### src/rtl/spi_cmd_pkg.sv
package spi_cmd_pkg;
  localparam int unsigned CMD_EN_BIT   = 0;
  localparam int unsigned CMD_DIS_BIT  = 1;
  localparam int unsigned CMD_RST_BIT  = 7;
  localparam int unsigned CMD_LAST_BIT = 24;

  typedef enum logic [1:0] {SH_IDLE, SH_SHIFT, SH_TAIL} sh_state_t;

  typedef struct packed {
    logic en;
    logic dis;
    logic rst;
    logic last;
  } cmd_t;
endpackage

### src/rtl/spi_cmd_ctrl.sv
module spi_cmd_ctrl
  import spi_cmd_pkg::*;
#(
  parameter int unsigned DIV_W = 8
) (
  input  logic             clk,
  input  logic             rst_n,
  input  logic             cmd_wr,
  input  logic [31:0]      cmd_data,
  input  logic             cfg_wr,
  input  logic             cfg_master,
  input  logic             cfg_cs_hold,
  input  logic [DIV_W-1:0] cfg_div,
  input  logic             active,
  input  logic             char_done,
  output logic             soft_rst,
  output logic             enabled,
  output logic             master,
  output logic             cs_hold,
  output logic [DIV_W-1:0] div,
  output logic             dis_pending,
  output logic             last_pending
);
  cmd_t cmd;
  logic unused_cmd_bits;

  always_comb begin
    cmd.en   = cmd_wr & cmd_data[CMD_EN_BIT];
    cmd.dis  = cmd_wr & cmd_data[CMD_DIS_BIT];
    cmd.rst  = cmd_wr & cmd_data[CMD_RST_BIT];
    cmd.last = cmd_wr & cmd_data[CMD_LAST_BIT];
  end
  assign unused_cmd_bits = ^cmd_data;
  assign soft_rst = cmd.rst;

  always_ff @(posedge clk or negedge rst_n) begin
    if (!rst_n) begin
      enabled      <= 1'b0;
      master       <= 1'b0;
      cs_hold      <= 1'b0;
      div          <= '0;
      dis_pending  <= 1'b0;
      last_pending <= 1'b0;
    end else if (cmd.rst) begin
      enabled      <= 1'b0;
      master       <= 1'b0;
      cs_hold      <= 1'b0;
      div          <= '0;
      dis_pending  <= 1'b0;
      last_pending <= 1'b0;
    end else begin
      if (cfg_wr) begin
        master  <= cfg_master;
        cs_hold <= cfg_cs_hold;
        div     <= cfg_div;
      end
      if (cmd.dis) begin
        if (active && !char_done) begin
          dis_pending <= 1'b1;
        end else begin
          enabled     <= 1'b0;
          dis_pending <= 1'b0;
        end
      end else if (cmd.en) begin
        enabled     <= 1'b1;
        dis_pending <= 1'b0;
      end else if (char_done && dis_pending) begin
        enabled     <= 1'b0;
        dis_pending <= 1'b0;
      end
      if (cmd.last) begin
        last_pending <= 1'b1;
      end else if (char_done) begin
        last_pending <= 1'b0;
      end
    end
  end

  // enabled only drops when no character runs, at its end, or on soft reset
  assert_defer_disable_R4: assert property (@(posedge clk) disable iff (!rst_n)
    $fell(enabled) |-> $past(!active || char_done || soft_rst));

  // simultaneous enable and disable with no character active leaves it disabled
  assert_disable_wins_R3: assert property (@(posedge clk) disable iff (!rst_n)
    (cmd.en && cmd.dis && !active) |=> !enabled);
endmodule

### src/rtl/spi_sck_div.sv
module spi_sck_div #(
  parameter int unsigned DIV_W = 8
) (
  input  logic             clk,
  input  logic             rst_n,
  input  logic             clr,
  input  logic             run,
  input  logic [DIV_W-1:0] div,
  output logic             tick
);
  logic [DIV_W-1:0] cnt;

  assign tick = run && (cnt == div);

  always_ff @(posedge clk or negedge rst_n) begin
    if (!rst_n) begin
      cnt <= '0;
    end else if (clr || !run || tick) begin
      cnt <= '0;
    end else begin
      cnt <= cnt + 1'b1;
    end
  end

  // a half period never exceeds the programmed length
  assert_tick_bound_R11: assert property (@(posedge clk) disable iff (!rst_n)
    (run && !clr) |-> (cnt <= div));
endmodule

### src/rtl/spi_shifter.sv
module spi_shifter
  import spi_cmd_pkg::*;
#(
  parameter int unsigned CHAR_W = 8
) (
  input  logic              clk,
  input  logic              rst_n,
  input  logic              clr,
  input  logic              start,
  input  logic [CHAR_W-1:0] tx_data,
  input  logic              tick,
  input  logic              cs_allow,
  input  logic              cs_hold,
  input  logic              last_pending,
  input  logic              miso,
  output logic              busy,
  output logic              char_done,
  output logic              sck,
  output logic              mosi,
  output logic              cs_n,
  output logic              rx_valid,
  output logic [CHAR_W-1:0] rx_data
);
  localparam int unsigned CNT_W = $clog2(CHAR_W);
  localparam logic [CNT_W-1:0] LAST_IDX = CNT_W'(CHAR_W - 1);

  sh_state_t         state;
  logic [CHAR_W-2:0] tx_rest;
  logic [CHAR_W-2:0] rx_part;
  logic [CNT_W-1:0]  bit_idx;

  assign busy      = (state != SH_IDLE);
  assign char_done = (state == SH_TAIL) && tick;

  always_ff @(posedge clk or negedge rst_n) begin
    if (!rst_n) begin
      state    <= SH_IDLE;
      tx_rest  <= '0;
      rx_part  <= '0;
      bit_idx  <= '0;
      sck      <= 1'b0;
      mosi     <= 1'b0;
      cs_n     <= 1'b1;
      rx_valid <= 1'b0;
      rx_data  <= '0;
    end else if (clr) begin
      state    <= SH_IDLE;
      tx_rest  <= '0;
      rx_part  <= '0;
      bit_idx  <= '0;
      sck      <= 1'b0;
      mosi     <= 1'b0;
      cs_n     <= 1'b1;
      rx_valid <= 1'b0;
    end else begin
      rx_valid <= 1'b0;
      case (state)
        SH_IDLE: begin
          if (start) begin
            state   <= SH_SHIFT;
            tx_rest <= tx_data[CHAR_W-2:0];
            mosi    <= tx_data[CHAR_W-1];
            cs_n    <= 1'b0;
            bit_idx <= '0;
            sck     <= 1'b0;
          end else if (!cs_allow || !cs_hold) begin
            cs_n <= 1'b1;
          end
        end
        SH_SHIFT: begin
          if (tick) begin
            if (!sck) begin
              sck     <= 1'b1;
              rx_part <= {rx_part[CHAR_W-3:0], miso};
              if (bit_idx == LAST_IDX) begin
                rx_data  <= {rx_part, miso};
                rx_valid <= 1'b1;
                state    <= SH_TAIL;
              end
            end else begin
              sck     <= 1'b0;
              mosi    <= tx_rest[CHAR_W-2];
              tx_rest <= tx_rest << 1;
              bit_idx <= bit_idx + 1'b1;
            end
          end
        end
        SH_TAIL: begin
          if (tick) begin
            sck   <= 1'b0;
            state <= SH_IDLE;
            if (!cs_hold || last_pending || !cs_allow) begin
              cs_n <= 1'b1;
            end
          end
        end
        default: state <= SH_IDLE;
      endcase
    end
  end

  // chip select is asserted throughout a character
  assert_busy_cs_R12: assert property (@(posedge clk) disable iff (!rst_n)
    busy |-> !cs_n);
  // SCK idles low
  assert_sck_idle_R7: assert property (@(posedge clk) disable iff (!rst_n)
    !busy |-> !sck);
  // received character is a single-cycle pulse
  assert_rx_pulse_R7: assert property (@(posedge clk) disable iff (!rst_n)
    rx_valid |=> !rx_valid);
  // soft reset aborts at once with no result
  assert_swrst_abort_R6: assert property (@(posedge clk) disable iff (!rst_n)
    clr |=> (!busy && cs_n && !rx_valid));
endmodule

### src/rtl/spi_cmd_master.sv
module spi_cmd_master
  import spi_cmd_pkg::*;
#(
  parameter int unsigned CHAR_W = 8,
  parameter int unsigned DIV_W  = 8
) (
  input  logic              clk,
  input  logic              rst_n,
  input  logic              cmd_wr,
  input  logic [31:0]       cmd_data,
  input  logic              cfg_wr,
  input  logic              cfg_master,
  input  logic              cfg_cs_hold,
  input  logic [DIV_W-1:0]  cfg_div,
  input  logic              tx_valid,
  output logic              tx_ready,
  input  logic [CHAR_W-1:0] tx_data,
  output logic              rx_valid,
  output logic [CHAR_W-1:0] rx_data,
  output logic              enabled,
  output logic              busy,
  output logic              sck_o,
  output logic              sck_oe,
  output logic              mosi_o,
  output logic              mosi_oe,
  output logic              cs_n_o,
  output logic              cs_oe,
  input  logic              miso_i
);
  logic             soft_rst;
  logic             master;
  logic             cs_hold;
  logic [DIV_W-1:0] div;
  logic             dis_pending;
  logic             last_pending;
  logic             char_done;
  logic             tick;
  logic             drive_pins;
  logic             start;

  assign drive_pins = enabled && master;
  assign tx_ready   = drive_pins && !dis_pending && !busy && !soft_rst;
  assign start      = tx_valid && tx_ready;
  assign sck_oe     = drive_pins;
  assign mosi_oe    = drive_pins;
  assign cs_oe      = drive_pins;

  spi_cmd_ctrl #(.DIV_W(DIV_W)) u_ctrl (
    .clk          (clk),
    .rst_n        (rst_n),
    .cmd_wr       (cmd_wr),
    .cmd_data     (cmd_data),
    .cfg_wr       (cfg_wr),
    .cfg_master   (cfg_master),
    .cfg_cs_hold  (cfg_cs_hold),
    .cfg_div      (cfg_div),
    .active       (busy),
    .char_done    (char_done),
    .soft_rst     (soft_rst),
    .enabled      (enabled),
    .master       (master),
    .cs_hold      (cs_hold),
    .div          (div),
    .dis_pending  (dis_pending),
    .last_pending (last_pending)
  );

  spi_sck_div #(.DIV_W(DIV_W)) u_div (
    .clk   (clk),
    .rst_n (rst_n),
    .clr   (soft_rst),
    .run   (busy),
    .div   (div),
    .tick  (tick)
  );

  spi_shifter #(.CHAR_W(CHAR_W)) u_shift (
    .clk          (clk),
    .rst_n        (rst_n),
    .clr          (soft_rst),
    .start        (start),
    .tx_data      (tx_data),
    .tick         (tick),
    .cs_allow     (drive_pins),
    .cs_hold      (cs_hold),
    .last_pending (last_pending),
    .miso         (miso_i),
    .busy         (busy),
    .char_done    (char_done),
    .sck          (sck_o),
    .mosi         (mosi_o),
    .cs_n         (cs_n_o),
    .rx_valid     (rx_valid),
    .rx_data      (rx_data)
  );

  // a character only starts after a handshake while enabled as master
  assert_start_gate_R8: assert property (@(posedge clk) disable iff (!rst_n)
    $rose(busy) |-> $past(enabled && master && tx_valid && !dis_pending));
  // chip select is released once the engine is disabled and idle
  assert_cs_release_R5: assert property (@(posedge clk) disable iff (!rst_n)
    (!enabled && !busy) |=> cs_n_o);
endmodule

### config.mk
export PLATFORM = sky130hd
export DESIGN_NAME = spi_cmd_master
export DESIGN_NICKNAME = d
export VERILOG_FILES = /design/src/rtl/spi_cmd_pkg.sv /design/src/rtl/spi_cmd_ctrl.sv /design/src/rtl/spi_sck_div.sv /design/src/rtl/spi_shifter.sv /design/src/rtl/spi_cmd_master.sv
export SDC_FILE = /design/constraint.sdc
export NUM_CORES = 1
export LEC_CHECK = 0
export BUFFER_PORTS_ARGS = -buffer_cell sky130_fd_sc_hd__buf_2
export CAP_MARGIN = 10
export CORE_MARGIN = 4
export CORE_UTILIZATION = 45
export DETAILED_ROUTE_END_ITERATION = 10
export PLACE_DENSITY = 0.67
export SYNTH_ARGS = -nofsm -noshare
export SYNTH_HDL_FRONTEND = slang
export SYNTH_SLANG_ARGS = --single-unit
export TNS_END_PERCENT = 10
### constraint.sdc
create_clock -name clk -period 2.7 [get_ports clk]
set_clock_uncertainty 0.15 [all_clocks]
set_input_delay 0.135 -clock clk [delete_from_list [all_inputs] [get_ports clk]]
set_output_delay 0.135 -clock clk [all_outputs]
set_load 0.005 [all_outputs]
==> results by group <==
Route
  – Pre-antenna DRT Iters: 4
  – Via-to-Cell Ratio: 5.37
  – Wire per inst: 14.5 µm
  – Post-route ant nets: 0
  – Vias: 2,144
  – DRC: 0
  – Routed WL: 5780 µm
  – Drt initial violations: 154

GRT
  – Number of global-route vias before repair: 2,214
  – Initial antenna violation count: 0
  – Total GRT Usage: 16.9%
  – First-pass GRT wire length: 10,200 µm
  – Congestion Overflow GR: 0
  – Largest net degree at the start of global routing: 39

Synthesis
  – Post-Syn Instances: 267
  – Synth top area cells: dfrtp_1 47%, mux2i_1 7.4%, xor2_1 4.2%, nor2_1 4.0%, nand3_1 3.9%
  – Syn_area_per_cell: 10.1 µm²
  – Synth top area share: 47.3%
  – Yosys warnings: 0
  – Seq cells post-synth: 52
  – Synthesized Nets: 330
  – Mapped cell area: 0.00270 mm²
  – Cell with the most instances after synthesis: dfrtp_1
  – Number of synthesized flops with an enable pin: 0
  – Async S/R FF share, synth: 100%
  – Sequential area share after synthesis: 48.3%
  – Main flop type after synthesis: dfrtp_1
  – Distinct cells, synth: 40
  – Most frequent cells after synthesis: 51 x dfrtp_1, 29 x nor2_1, 27 x nand2_1
  – Cell taking the most area after synthesis: dfrtp_1

Flow run
  – Max Cap Viol: 0

Critical path
  – CP required: 2.74 ns
  – CP endpoint kind: flip-flop
  – Critical path arrival: 2.64 ns
  – Critical path type: reg2reg
  – Worst Path Max Fanout: 7
  – CP startpoint kind: flip-flop

Cells and area
  – Final net count: 389
  – Area delta synth->final: 20.4%
  – Finished Layout Cells: 399
  – Layout cell share with drive strength beyond 1: 23.2%
  – Post-route design area: 0.00325 mm²
  – Fillers: 483
  – Inserted Diodes: 0

Floorplan
  – Die Area: 0.00729 mm²
  – I/O Pins: 74
  – Chip width: 85.4 µm
  – Core area: 0.00564 mm²
  – Row count: 27
  – Initial Util: 47.8%
  – Die height: 85.4 µm

Placement
  – Post-Place Cells: 375
  – Detail Placement HPWL: 4080 µm
  – Place WS: 0.581 ns
  – Final GP Congestion: 0.869
  – Placed instance area: 0.00299 mm²
  – PortBufs: 45

Clocking
  – Total CTS buffers: 5
  – TritonCTS Sinks: 52
  – Clock slew at reported path FFs: 0.10 ns
  – Worst skew pair latency: 0.31 ns
  – Clock Tree Root: clkbuf_8
  – Postcts setup bufs: 0
  – H-tree Lvls: 2
  – Max Buffers Root-to-Sink: 2
  – CTS tree: built

Timing
  – RSZ-0062 raised after global routing: false
  – Fin crit period: 2.59 ns
  – FMAX: 386 MHz
  – Setup WS post-layout: 0.109 ns
  – Final hold vios: 0
  – Final slew viol count: 0
  – Final setup viols: 0
  – Rel. slew slack: 48.8%
  – TNS Setup: 0 ns
  – Worst-Margin Slew: 0.766 ns
  – Final worst-path cycle share: 96.0%

Power and ir drop
  – Cell Pwr Density: 628 mW/mm²
  – Leakage: 1.63 nW
  – Maximum vdd drop: 0.358 mV
  – Overall Power: 2.04 mW

Worst hold path
  – Hold WC Path Type: in2reg

Status
  – Status: finished clean
metrics by stage:
step / hold WS (ns) / utilization (%)
5_1_grt: 0.0765 / 57.5
3_3_place_gp: -0.0914 / 53.0
4_1_cts: 0.0443 / 57.4
6_report: 0.0446 / 57.5
3_5_place_dp: -0.0869 / 53.0
2_1_floorplan: -0.311 / -
cell type report:
type | instances | area [µm²] | share of cell area, %
Clock buffer | 5 | 68.8 | 2.12
Clock inverter | 3 | 21.3 | 0.655
Inverter | 6 | 22.5 | 0.694
Multi-Input combinational cell | 192 | 1290 | 39.9
Sequential cell | 52 | 1300 | 40.1
Tap cell | 72 | 90.1 | 2.78
Timing Repair Buffer | 69 | 445 | 13.7
sequential cells by signal, summed over array words and instances (netlist names), 2 cells and up:
name,flops
u_shift.tx_rest,7
u_ctrl.div,8
u_shift.state,2
u_div.cnt,8
u_shift.bit_idx,3
u_shift.rx_part,7
u_shift.rx_data,8
critical path, cell delays in order (launching register included):
cell and delay [ns]:
dfrtp_1 0.46, xor2_1 0.19, nor4_4 0.35, and3_2 0.29
buf_4 0.17, a31oi_1 0.09, a31o_2 0.23, dlygate4sd3_1 0.55
cell families (layout without fill, tap and decap cells):
kind of cell	count (synthesis)	in the layout	share of synthesized area [%]
compound gates	39	39	9.75
xor+xnor	14	14	4.55
buf+inv	23	83	3.90
fa+ha+maj	7	7	3.25
flops	52	52	48.3
simple gates	103	103	19.1
mux	29	29	11.2
where the power goes:
| group | switching [mW] | internal (mW) | total (mW) | leakage (nW) |
|---|---|---|---|---|
| Clock | 0.266 | 0.184 | 0.451 | 0.0445 |
| Combinational | 0.370 | 0.266 | 0.636 | 0.883 |
| Sequential | 0.0737 | 0.876 | 0.950 | 0.700 |
repair_timing:
item                       in CTS  in global routing
hold buffers                   16                  0
setup endpoints to repair       0                  1
resized for setup               0                  2
hold endpoints to repair       28                  0
layout by cell type, fill, tap and decap left out, types with 2 or more instances in the layout:
cell           synthesis  routed
a31oi_1                2       2
a211o_1                8       8
a21oi_1               13      13
nand2_1               27      27
buf_2                  3      45
nand4_1                9       9
nand3_1               21      21
nor2_1                29      29
mux2i_1               20      20
buf_4                  2       8
dfrtp_1               51      51
dlygate4sd3_1          0      16
o21ai_0                6       6
and2_1                 4       4
inv_1                  6       6
and3_1                 3       2
nand4b_1               2       2
xor2_1                13      13
mux2_2                 9       9
nand2b_1               3       3
clkbuf_8               0       5
ha_1                   7       7
per-layer routing:
metal	global-route usage, %	up-vias	routed length, µm
li1	-	1054	-
met1	22.6	1026	2730
met2	27.0	57	2660
met3	3.88	7	326
met4	5.61	0	74
met5	0	-	0
path summary, 6_finish.rpt:
path	start	to	slack, ns	cells after the start
max	u_div.cnt[0]	u_ctrl.enabled	0.11	7
min	cmd_data[1]	u_ctrl.dis_pending	0.04	3
max reg2reg	u_div.cnt[0]	u_ctrl.enabled	0.11	7
min reg2reg	u_shift.rx_data[7]	u_shift.rx_data[7]	0.36	1
max in group asynchronous	rst_n	u_shift.cs_n	1.50	3
min in group asynchronous	rst_n	u_shift.rx_data[6]	0.09	2
Power figures use the tool's default switching activity.
